<file path="src/rtl/uart_iic_pkg.sv">
// Package: shared offsets, enable-bit positions and identification codes
// for the UART interrupt identification controller.
package uart_iic_pkg;
    localparam int DATA_W = 8;
    localparam int ADDR_W = 3;

    // Register offsets
    localparam logic [ADDR_W-1:0] OFS_DATA = 3'd0;
    localparam logic [ADDR_W-1:0] OFS_IEN  = 3'd1;
    localparam logic [ADDR_W-1:0] OFS_IID  = 3'd2;
    localparam logic [ADDR_W-1:0] OFS_LCTL = 3'd3;
    localparam logic [ADDR_W-1:0] OFS_LST  = 3'd5;

    // Enable-bit positions (decoded by software)
    localparam int EN_RX  = 0;
    localparam int EN_TX  = 1;
    localparam int EN_LS  = 2;
    localparam int EN_MS  = 3;
    localparam int EN_W   = 4;

    // Divisor access bit in the line control register
    localparam int LCTL_DIV_BIT = 7;

    // Identification codes (low nibble)
    localparam logic [3:0] ID_NONE = 4'h1;
    localparam logic [3:0] ID_LS   = 4'h6;
    localparam logic [3:0] ID_RXTO = 4'hC;
    localparam logic [3:0] ID_TX   = 4'h2;
    localparam logic [3:0] ID_MS   = 4'h0;

    // Cause table, index 0 is the highest priority
    localparam int NCAUSE = 4;
    localparam logic [3:0] CAUSE_CODE [NCAUSE] = '{ID_LS, ID_RXTO, ID_TX, ID_MS};

    localparam logic [1:0] FIFO_MARK = 2'b11;
    localparam logic [DATA_W-1:0] RD_UNUSED = 8'hFF;
endpackage

</file>
<file path="src/rtl/uart_iic_regs.sv">
// Module: uart_iic_regs
// Holds the enable register, the line control register, the two divisor
// bytes and the transmit-empty pending flag. It decodes the divisor access
// bit so that offsets 0 and 1 are steered to the divisor while it is set.
// Assumes that at most one strobe is active in a cycle.
module uart_iic_regs
    import uart_iic_pkg::*;
#(
    parameter int unsigned DIV_RESET = 12
) (
    input  logic              clk,
    input  logic              rst_n,
    input  logic              wr_en,
    input  logic [ADDR_W-1:0] addr,
    input  logic [DATA_W-1:0] wdata,
    input  logic              tx_clr,
    output logic [EN_W-1:0]   ien_q,
    output logic [DATA_W-1:0] lctl_q,
    output logic [DATA_W-1:0] div_lo_q,
    output logic [DATA_W-1:0] div_hi_q,
    output logic              tx_pend_q,
    output logic              div_sel
);
    localparam logic [2*DATA_W-1:0] DIV_INIT = DIV_RESET[2*DATA_W-1:0];

    logic wr_div_lo, wr_div_hi, wr_data, wr_ien, wr_lctl, tx_rise;

    // Purpose: decode write strobes with divisor steering
    always_comb begin
        div_sel   = lctl_q[LCTL_DIV_BIT];
        wr_div_lo = wr_en &&  div_sel && (addr == OFS_DATA);
        wr_div_hi = wr_en &&  div_sel && (addr == OFS_IEN);
        wr_data   = wr_en && !div_sel && (addr == OFS_DATA);
        wr_ien    = wr_en && !div_sel && (addr == OFS_IEN);
        wr_lctl   = wr_en && (addr == OFS_LCTL);
        tx_rise   = wr_ien && !ien_q[EN_TX] && wdata[EN_TX];
    end

    // Purpose: enable and line control storage
    always_ff @(posedge clk) begin
        if (!rst_n) begin
            ien_q  <= '0;
            lctl_q <= '0;
        end else begin
            if (wr_ien)  ien_q  <= wdata[EN_W-1:0];
            if (wr_lctl) lctl_q <= wdata;
        end
    end

    // Purpose: divisor byte storage
    always_ff @(posedge clk) begin
        if (!rst_n) begin
            div_lo_q <= DIV_INIT[DATA_W-1:0];
            div_hi_q <= DIV_INIT[2*DATA_W-1:DATA_W];
        end else begin
            if (wr_div_lo) div_lo_q <= wdata;
            if (wr_div_hi) div_hi_q <= wdata;
        end
    end

    // Purpose: transmit-empty pending flag, set wins over clear
    always_ff @(posedge clk) begin
        if (!rst_n)                 tx_pend_q <= 1'b0;
        else if (wr_data || tx_rise) tx_pend_q <= 1'b1;
        else if (tx_clr)            tx_pend_q <= 1'b0;
    end
endmodule

</file>
<file path="src/rtl/uart_iic_lstat.sv">
// Module: uart_iic_lstat
// Builds the line status byte: transmitter always idle, data-ready from the
// FIFO count, and a sticky overrun flag cleared after a status read.
// Assumes the overrun input is a one-cycle event.
module uart_iic_lstat
    import uart_iic_pkg::*;
#(
    parameter int CNT_W = 5
) (
    input  logic              clk,
    input  logic              rst_n,
    input  logic              rd_lst,
    input  logic [CNT_W-1:0]  rx_count,
    input  logic              ovr_in,
    output logic              ovr_q,
    output logic              rx_any,
    output logic [DATA_W-1:0] lst_val
);
    // Purpose: sticky overrun, a new event wins over the read clear
    always_ff @(posedge clk) begin
        if (!rst_n)      ovr_q <= 1'b0;
        else if (ovr_in) ovr_q <= 1'b1;
        else if (rd_lst) ovr_q <= 1'b0;
    end

    // Purpose: assemble status byte
    always_comb begin
        rx_any  = |rx_count;
        lst_val = {1'b0, 1'b1, 1'b1, 3'b000, ovr_q, rx_any};
    end
endmodule

</file>
<file path="src/rtl/uart_iic_prio.sv">
// Module: uart_iic_prio
// Fixed-priority encoder over the four interrupt causes. Produces the
// identification byte and the pending level. Purely combinational.
module uart_iic_prio
    import uart_iic_pkg::*;
(
    input  logic [EN_W-1:0]   ien,
    input  logic              ovr,
    input  logic              rx_any,
    input  logic              tx_pend,
    input  logic              modem_delta,
    input  logic              fifo_en,
    output logic [3:0]        id_code,
    output logic [DATA_W-1:0] id_val,
    output logic              pending
);
    logic [NCAUSE-1:0] hit;

    // Purpose: gate each raw cause with its enable bit (index = priority)
    always_comb begin
        hit[0] = ovr         && ien[EN_LS];
        hit[1] = rx_any      && ien[EN_RX];
        hit[2] = tx_pend     && ien[EN_TX];
        hit[3] = modem_delta && ien[EN_MS];
    end

    // Purpose: pick highest-priority cause, lowest index wins
    always_comb begin
        id_code = ID_NONE;
        for (int i = NCAUSE - 1; i >= 0; i--) begin
            if (hit[i]) id_code = CAUSE_CODE[i];
        end
    end

    // Purpose: identification byte and interrupt level
    always_comb begin
        id_val  = {(fifo_en ? FIFO_MARK : 2'b00), 2'b00, id_code};
        pending = |hit;
    end
endmodule

</file>
<file path="src/rtl/uart_iic_top.sv">
// Module: uart_iic_top
// Interrupt enable, identification and line status for a 16550-style
// port, with divisor-latch steering. Read data is combinational for the
// strobe cycle; read and write side effects land on the next edge.
// Assumes rd_en and wr_en are never high together.
module uart_iic_top
    import uart_iic_pkg::*;
#(
    parameter int          CNT_W  = 5,
    parameter int unsigned REF_HZ = 1843200,
    parameter int unsigned BAUD   = 9600
) (
    input  logic              clk,
    input  logic              rst_n,
    input  logic              wr_en,
    input  logic              rd_en,
    input  logic [2:0]        addr,
    input  logic [7:0]        wdata,
    input  logic [CNT_W-1:0]  rx_count,
    input  logic              ovr_in,
    input  logic              modem_delta,
    input  logic              fifo_en,
    output logic [7:0]        rdata,
    output logic              irq
);
    localparam int unsigned DIV_RESET = REF_HZ / BAUD / 16;

    logic [EN_W-1:0]   ien_q;
    logic [DATA_W-1:0] lctl_q, div_lo_q, div_hi_q, lst_val, id_val;
    logic [3:0]        id_code;
    logic              tx_pend_q, div_sel, ovr_q, rx_any, pending;
    logic              rd_id, rd_lst, tx_clr;

    // Purpose: read-side strobes that have side effects
    always_comb begin
        rd_id  = rd_en && (addr == OFS_IID);
        rd_lst = rd_en && (addr == OFS_LST);
        tx_clr = rd_id && (id_code == ID_TX);
    end

    uart_iic_regs #(.DIV_RESET(DIV_RESET)) u_regs (
        .clk(clk), .rst_n(rst_n), .wr_en(wr_en), .addr(addr),
        .wdata(wdata), .tx_clr(tx_clr), .ien_q(ien_q), .lctl_q(lctl_q),
        .div_lo_q(div_lo_q), .div_hi_q(div_hi_q), .tx_pend_q(tx_pend_q),
        .div_sel(div_sel)
    );

    uart_iic_lstat #(.CNT_W(CNT_W)) u_lstat (
        .clk(clk), .rst_n(rst_n), .rd_lst(rd_lst), .rx_count(rx_count),
        .ovr_in(ovr_in), .ovr_q(ovr_q), .rx_any(rx_any), .lst_val(lst_val)
    );

    uart_iic_prio u_prio (
        .ien(ien_q), .ovr(ovr_q), .rx_any(rx_any), .tx_pend(tx_pend_q),
        .modem_delta(modem_delta), .fifo_en(fifo_en), .id_code(id_code),
        .id_val(id_val), .pending(pending)
    );

    // Purpose: read data multiplexer with divisor steering
    always_comb begin
        rdata = RD_UNUSED;
        if (div_sel && addr == OFS_DATA)     rdata = div_lo_q;
        else if (div_sel && addr == OFS_IEN) rdata = div_hi_q;
        else begin
            case (addr)
                OFS_IEN:  rdata = {{(DATA_W-EN_W){1'b0}}, ien_q};
                OFS_IID:  rdata = id_val;
                OFS_LCTL: rdata = lctl_q;
                OFS_LST:  rdata = lst_val;
                default:  rdata = RD_UNUSED;
            endcase
        end
    end

    // Purpose: level interrupt output
    assign irq = pending;
endmodule

</file>
<file path="config.mk">
export PLATFORM = sky130hd
export DESIGN_NAME = uart_iic_top
export DESIGN_NICKNAME = d
export VERILOG_FILES = /design/src/rtl/uart_iic_pkg.sv /design/src/rtl/uart_iic_regs.sv /design/src/rtl/uart_iic_lstat.sv /design/src/rtl/uart_iic_prio.sv /design/src/rtl/uart_iic_top.sv
export SDC_FILE = /design/constraint.sdc
export NUM_CORES = 1
export LEC_CHECK = 0
export BUFFER_PORTS_ARGS = -buffer_cell sky130_fd_sc_hd__buf_2
export CORE_UTILIZATION = 53
export CTS_BUF_LIST = sky130_fd_sc_hd__clkbuf_8
export CTS_CLUSTER_SIZE = 24
export DETAILED_ROUTE_END_ITERATION = 8
export PLACE_DENSITY = 0.79
export SYNTH_ARGS = -nofsm -noshare
export SYNTH_HDL_FRONTEND = slang
export SYNTH_HIERARCHICAL = 1
export SYNTH_SLANG_ARGS = --single-unit
</file>
<file path="constraint.sdc">
create_clock -name clk -period 1.5 [get_ports clk]
set_clock_uncertainty 0.05 [all_clocks]
set_input_delay 0.075 -clock clk [delete_from_list [all_inputs] [get_ports clk]]
set_output_delay 0.075 -clock clk [all_outputs]
set_load 0.005 [all_outputs]
</file>
; ---- Yosys cells after proc, flatten, opt, wreduce, memory -nomap -nowiden
; Cells that the tools add are included.
[classes]
n_eq_ne = 5
mux = 12
n_reduce_logical = 26
[ops]
columns = cell, n
row1 = 8-bit one-hot mux with 4 select lines, 1
row2 = 1-bit logical AND, 18
row3 = 8-bit two-way mux, 2
row4 = 4-bit two-way mux, 2
row5 = "3-bit by 2-bit == test with 1-bit output, second input constant", 2
row6 = 1-bit two-way mux, 5
row7 = 5-bit OR reduction, 1
row8 = "4-bit by 2-bit == test with 1-bit output, second input constant", 1
row9 = 2-bit two-way mux, 2
row10 = 2-bit nonzero test, 2
row11 = 4-bit OR reduction, 1
row12 = "3-bit by 1-bit == test with 1-bit output, second input constant", 1
row13 = "3-bit == test, second input constant", 1
row14 = 3-bit zero test, 1
row15 = 1-bit zero test, 2
row16 = 1-bit logical OR, 1
[totals]
ff_bits = 30
in_bits = 23
output_inout_bits = 9

; ---- Longest topological paths before layout
[depth]
depth_word = 9
depth_mapped = 8

; ---- Hierarchy
; Netlist, hierarchy kept.
[modules_own_cells]
columns = mod, instances, cells_per_inst, area_each_um2, seq_area_each_um2
row1 = uart_iic_regs, 1, 123, 1177.4, 580.6
row2 = uart_iic_top, 1, 73, 518.0, 0.0
row3 = uart_iic_lstat, 1, 16, 121.4, 20.0
row4 = uart_iic_prio, 1, 15, 110.1, 0.0

; ---- Worst setup path after synthesis
; OpenSTA, ideal clock, no wires.
[synth_path]
path_kind = input to output
start = in rx_count[3]
end = out rdata[0]
arrival_time_ps = 1383
required_time_ps = 1375
path_slack_ps = -8
cell_stages = 8
n_path_buf = 1
cell_sequence = nor3_1 nand2_1 a22o_1 a221oi_1 buf_4 mux2i_1 a22oi_1 a22o_1
[synth_between]
elab_chain_len = 7
[synth_lines]
columns = element, line_no
row1 = from (decl), uart_iic_top.sv:19  ; input logic [CNT_W-1:0] rx_count,
row2 = 5-bit OR reduction, uart_iic_lstat.sv:28  ; rx_any = |rx_count;
row3 = named net rx_any, uart_iic_top.sv:31  ; logic tx_pend_q, div_sel, ovr_q, rx_any, pending;
row4 = 1-bit logical AND, uart_iic_prio.sv:22  ; hit[1] = rx_any && ien[EN_RX];
row5 = 4-bit two-way mux (2 in series), uart_iic_prio.sv:31  ; if (hit[i]) id_code = CAUSE_CODE[i];
row6 = named net id_code[0], uart_iic_top.sv:30  ; logic [3:0] id_code;
row7 = 8-bit one-hot mux with 4 select lines, uart_iic_top.sv:65  ; case (addr)
row8 = 8-bit two-way mux, uart_iic_top.sv:63  ; else if (div_sel && addr == OFS_IEN) rdata = div_hi_q;
row9 = 8-bit two-way mux, uart_iic_top.sv:62  ; if (div_sel && addr == OFS_DATA) rdata = div_lo_q;
row10 = to (decl), uart_iic_top.sv:23  ; output logic [7:0] rdata,
; The timed path passes the listed nets, and every way through them passes these cells.

; ---- Final worst setup path
[layout_path]
start = reg u_lstat.ovr_q
end = out rdata[2]
[layout_between]
elab_chain_len = 5
[layout_lines]
columns = element, line_no
row1 = from (decl), uart_iic_lstat.sv:15  ; output logic ovr_q,
row2 = from (signal assigned), uart_iic_lstat.sv:21  ; if (!rst_n) ovr_q <= 1'b0;
row3 = from (signal assigned), uart_iic_lstat.sv:22  ; else if (ovr_in) ovr_q <= 1'b1;
row4 = from (signal assigned), uart_iic_lstat.sv:23  ; else if (rd_lst) ovr_q <= 1'b0;
row5 = 1-bit logical AND, uart_iic_prio.sv:21  ; hit[0] = ovr && ien[EN_LS];
row6 = 4-bit two-way mux, uart_iic_prio.sv:31
row7 = named net id_code[2], uart_iic_top.sv:30
row8 = 8-bit one-hot mux with 4 select lines, uart_iic_top.sv:65
row9 = 8-bit two-way mux, uart_iic_top.sv:63
row10 = 8-bit two-way mux, uart_iic_top.sv:62
; The timed path passes the listed nets, and every way through them passes these cells.

==> run_results.csv <==
group,metric,value,unit
run_status,status,"finished with violations",
run_status,violations,"setup timing",
cells_and_area,utilization,0.6780,
setup_path,critPathSlowestCell,"dfxtp_4",
setup_path,critPathMaxStageDelay,0.36,ns
cells_and_area,final_cells,311,
setup_path,path_delay_family,"compound AO/OA/AOI/OAI gates",
cells_and_area,final_cell_mix,"51 x nand2_1, 31 x buf_2, 26 x mux2i_1",
pwr,p_clk_frac,0.377,
clocking,path_clk_slew,0.06,ns
clocking,insertion_delay,0.27,ns
routing,drt.antenna.violating_nets,0,
setup_path,critPathArrivalTime,1.68,ns
routing,routed_via_density,5.572,
synth,syn_inst,227,
floorplanning,core_area,0.003416,mm^2
synth,ys_warn_count,6,
timing,timing.final.crit_period,1.806,ns
placement,dp_cells,298,
synth,async_flop_share,0,
placement,gp_congestion,0.8883,
clocking,root_buffer,"clkbuf_8",
floorplanning,pin_count,32,
pwr,p_per_area,761.4,mW/mm^2
timing,finalSetupViolCount,10,
setup_path,startpoint_type,"flop",
global_route,grt_max_degree,24,
global_route,grt_overflow,0,
pwr,p_total,1.763,mW
cells_and_area,area_delta_synth_final,20.19,%
setup_path,crit_type,"reg -> out",
floorplanning,initial_utilization,0.5641,
clocking,numCtsBuffers,5,
placement,hpwl,3224,um
routing,via_count,1733,
timing,setup_ws,-0.3057,ns
global_route,grt_first_pass_wirelength,7893,um
synth,yosysSeqAreaShare,0.3117,
pwr,swShare,0.2576,
setup_path,required,1.37,ns
synth,synth_edf_count,0,
synth,synth_flop_cell,"dfxtp_1",
floorplanning,rows,21,
synth,syn_area,0.001927,mm^2
cells_and_area,diodes,0,
setup_path,path_cells,"a22o_4, buf_4, mux2i_2, a22o_1, o211ai_1, buf_2",
floorplanning,fp.dieH,62.30,um
synth,avgSynthCellArea,8.488,um^2
pwr,max-vdd-ir-drop,0.0006663,V
pwr,p_sw,0.4542,mW
cells_and_area,layout_commonest_cell,"nand2_1",
setup_path,worst-path-buf-inv,2,
setup_path,worstPathMaxFanout,5,
placement,placedInstanceArea,0.002117,mm^2
routing,drt_iter0_drc,79,
clocking,clkSinkCount,30,
timing,worstMarginPinSlew,0.4650,ns
timing,slew_viol_final,0,
timing,post-route-period-util,1.204,
routing,drt_wl_total,4874,um
pwr,p_int,1.309,mW
setup_path,critPathCaptureType,"output pin",
clocking,cts.path.max_buffers,2,
global_route,track_usage,0.2646,
timing,rsz0062_at_grt,"true",
routing,drc_errors,0,
timing,tns,-1.482,ns
timing,final_hold_viol_count,0,
timing,max-slew-margin-rel,0.6820,
job,drv_cap,0,
pwr,seqPwrFrac,0.466,
synth,yosysUniqueCellTypes,43,
pwr,p_leak,1.006,nW
routing,wl_per_cell,15.67,um
synth,ys_seq_elements,30,
global_route,antenna_found_initial,0,
placement,io_buffers,31,
floorplanning,dieArea,0.003881,mm^2
min_path,hold_path_class,"in -> reg",
cells_and_area,final_cell_area,0.002316,mm^2
cells_and_area,nets,287,
clocking,cts_tree,"yes",
global_route,grt_pass1_vias,1690,
clocking,htree_levels,2,
pwr,combPwrFrac,0.158,
routing,firstDrtPassIters,4,
floorplanning,die_w,62.30,um
cells_and_area,drive_gt1_frac,0.3170,
timing,fmax,553.8,MHz
[cell type report]
type	instances	area (um^2)
multi-input cells	170	1197
repair buffers	57	359.1
clock buffers	6	82.58
fillers	293	1100
well taps	46	57.56
flip-flops and latches	30	610.6
clock inverters	2	8.758
[through the flow]
| step | hold WS, ns | setup slack (ns) |
|---|---|---|
| finish | 0.01138 | -0.3057 |
| detailed placement | 0.2388 | -0.1016 |
| floorplan | 0.1425 | 0.05153 |
| CTS | 0.002548 | -0.2372 |
| global route | 0.01336 | -0.3742 |
| global placement | 0.2351 | -0.08206 |
[path summary, 6_finish.rpt]
path | cells past startpoint | end | startpoint | slack [ns]
max | 6 | rdata[2] | u_lstat/ovr_q | -0.31
min | 3 | u_regs/lctl_q[6] | wdata[6] | 0.01
max reg2reg | 7 | u_regs/tx_pend_q | u_regs/ien_q[2] | -0.07
min reg2reg | 2 | u_regs/div_lo_q[4] | u_regs/div_lo_q[4] | 0.41
[state kept, by name (all words and copies together), names as in the netlist]
signal,cells
u_regs/div_lo_q,8
u_regs/lctl_q,8
u_regs/tx_pend_q,1
u_lstat/ovr_q,1
u_regs/ien_q,4
u_regs/div_hi_q,8
[cell families (layout without fill, tap and decap cells)]
family	after synthesis	after routing	synth area share
buf+inv	32	65	0.1065
compound gates	41	41	0.1597
other cells	3	8	0.005844
flops	30	30	0.3117
mux	29	29	0.1519
simple gates	92	92	0.2643
[worst min-delay path, cell delays in order]
cell      delay, ns
buf_2          0.10
nand2_1        0.05
a21boi_0       0.06
[power groups by stage]
stage	logic, mW	clock network, mW	registers [mW]
after floorplan	0.175	0	0.833
after global placement	0.251	0	0.835
after detailed placement	0.254	0	0.836
after CTS	0.263	0.675	0.818
after global routing	0.302	0.714	0.822
final	0.278	0.664	0.821
[repair_timing]
action	4_1_cts	5_1_grt
hold buffers	2	0
endpoints found under the setup margin	9	10
gates resized for setup	9	8
setup buffers	2	1
hold endpoints to repair	2	0
pin swaps	8	4
[synth_stat cells, types with 2 or more instances]
master    number  area share
nor2_1         4      0.0078
mux2i_1       27        0.14
a22oi_1        2      0.0078
o211ai_1       4       0.016
nand3b_1       4       0.016
a31oi_1        2      0.0065
and3_1         2      0.0065
nor4b_2        3       0.023
a21boi_0       8       0.031
nor2b_1       11       0.036
or4b_1         2       0.010
dfxtp_1       30        0.31
nor3_1         3      0.0078
buf_2          5       0.013
buf_4         19       0.074
a221o_1        3       0.016
a21o_1         2      0.0078
a22o_1         5       0.023
a21oi_1        3      0.0078
o21ai_0        5       0.013
o21a_1         2      0.0078
nand2_1       51       0.099
mux2_2         2       0.012
clkbuf_1       7       0.014
conb_1         3      0.0058
[per-layer routing]
metal | up-vias | global-route usage | wire length (um)
met4 | 0 | 0.1134 | 93
met2 | 51 | 0.4327 | 2255
met3 | 10 | 0.08088 | 330
met5 | - | 0 | 0
met1 | 826 | 0.3197 | 2195
li1 | 846 | - | -
No activity file was read; power rests on OpenSTA's default activity.
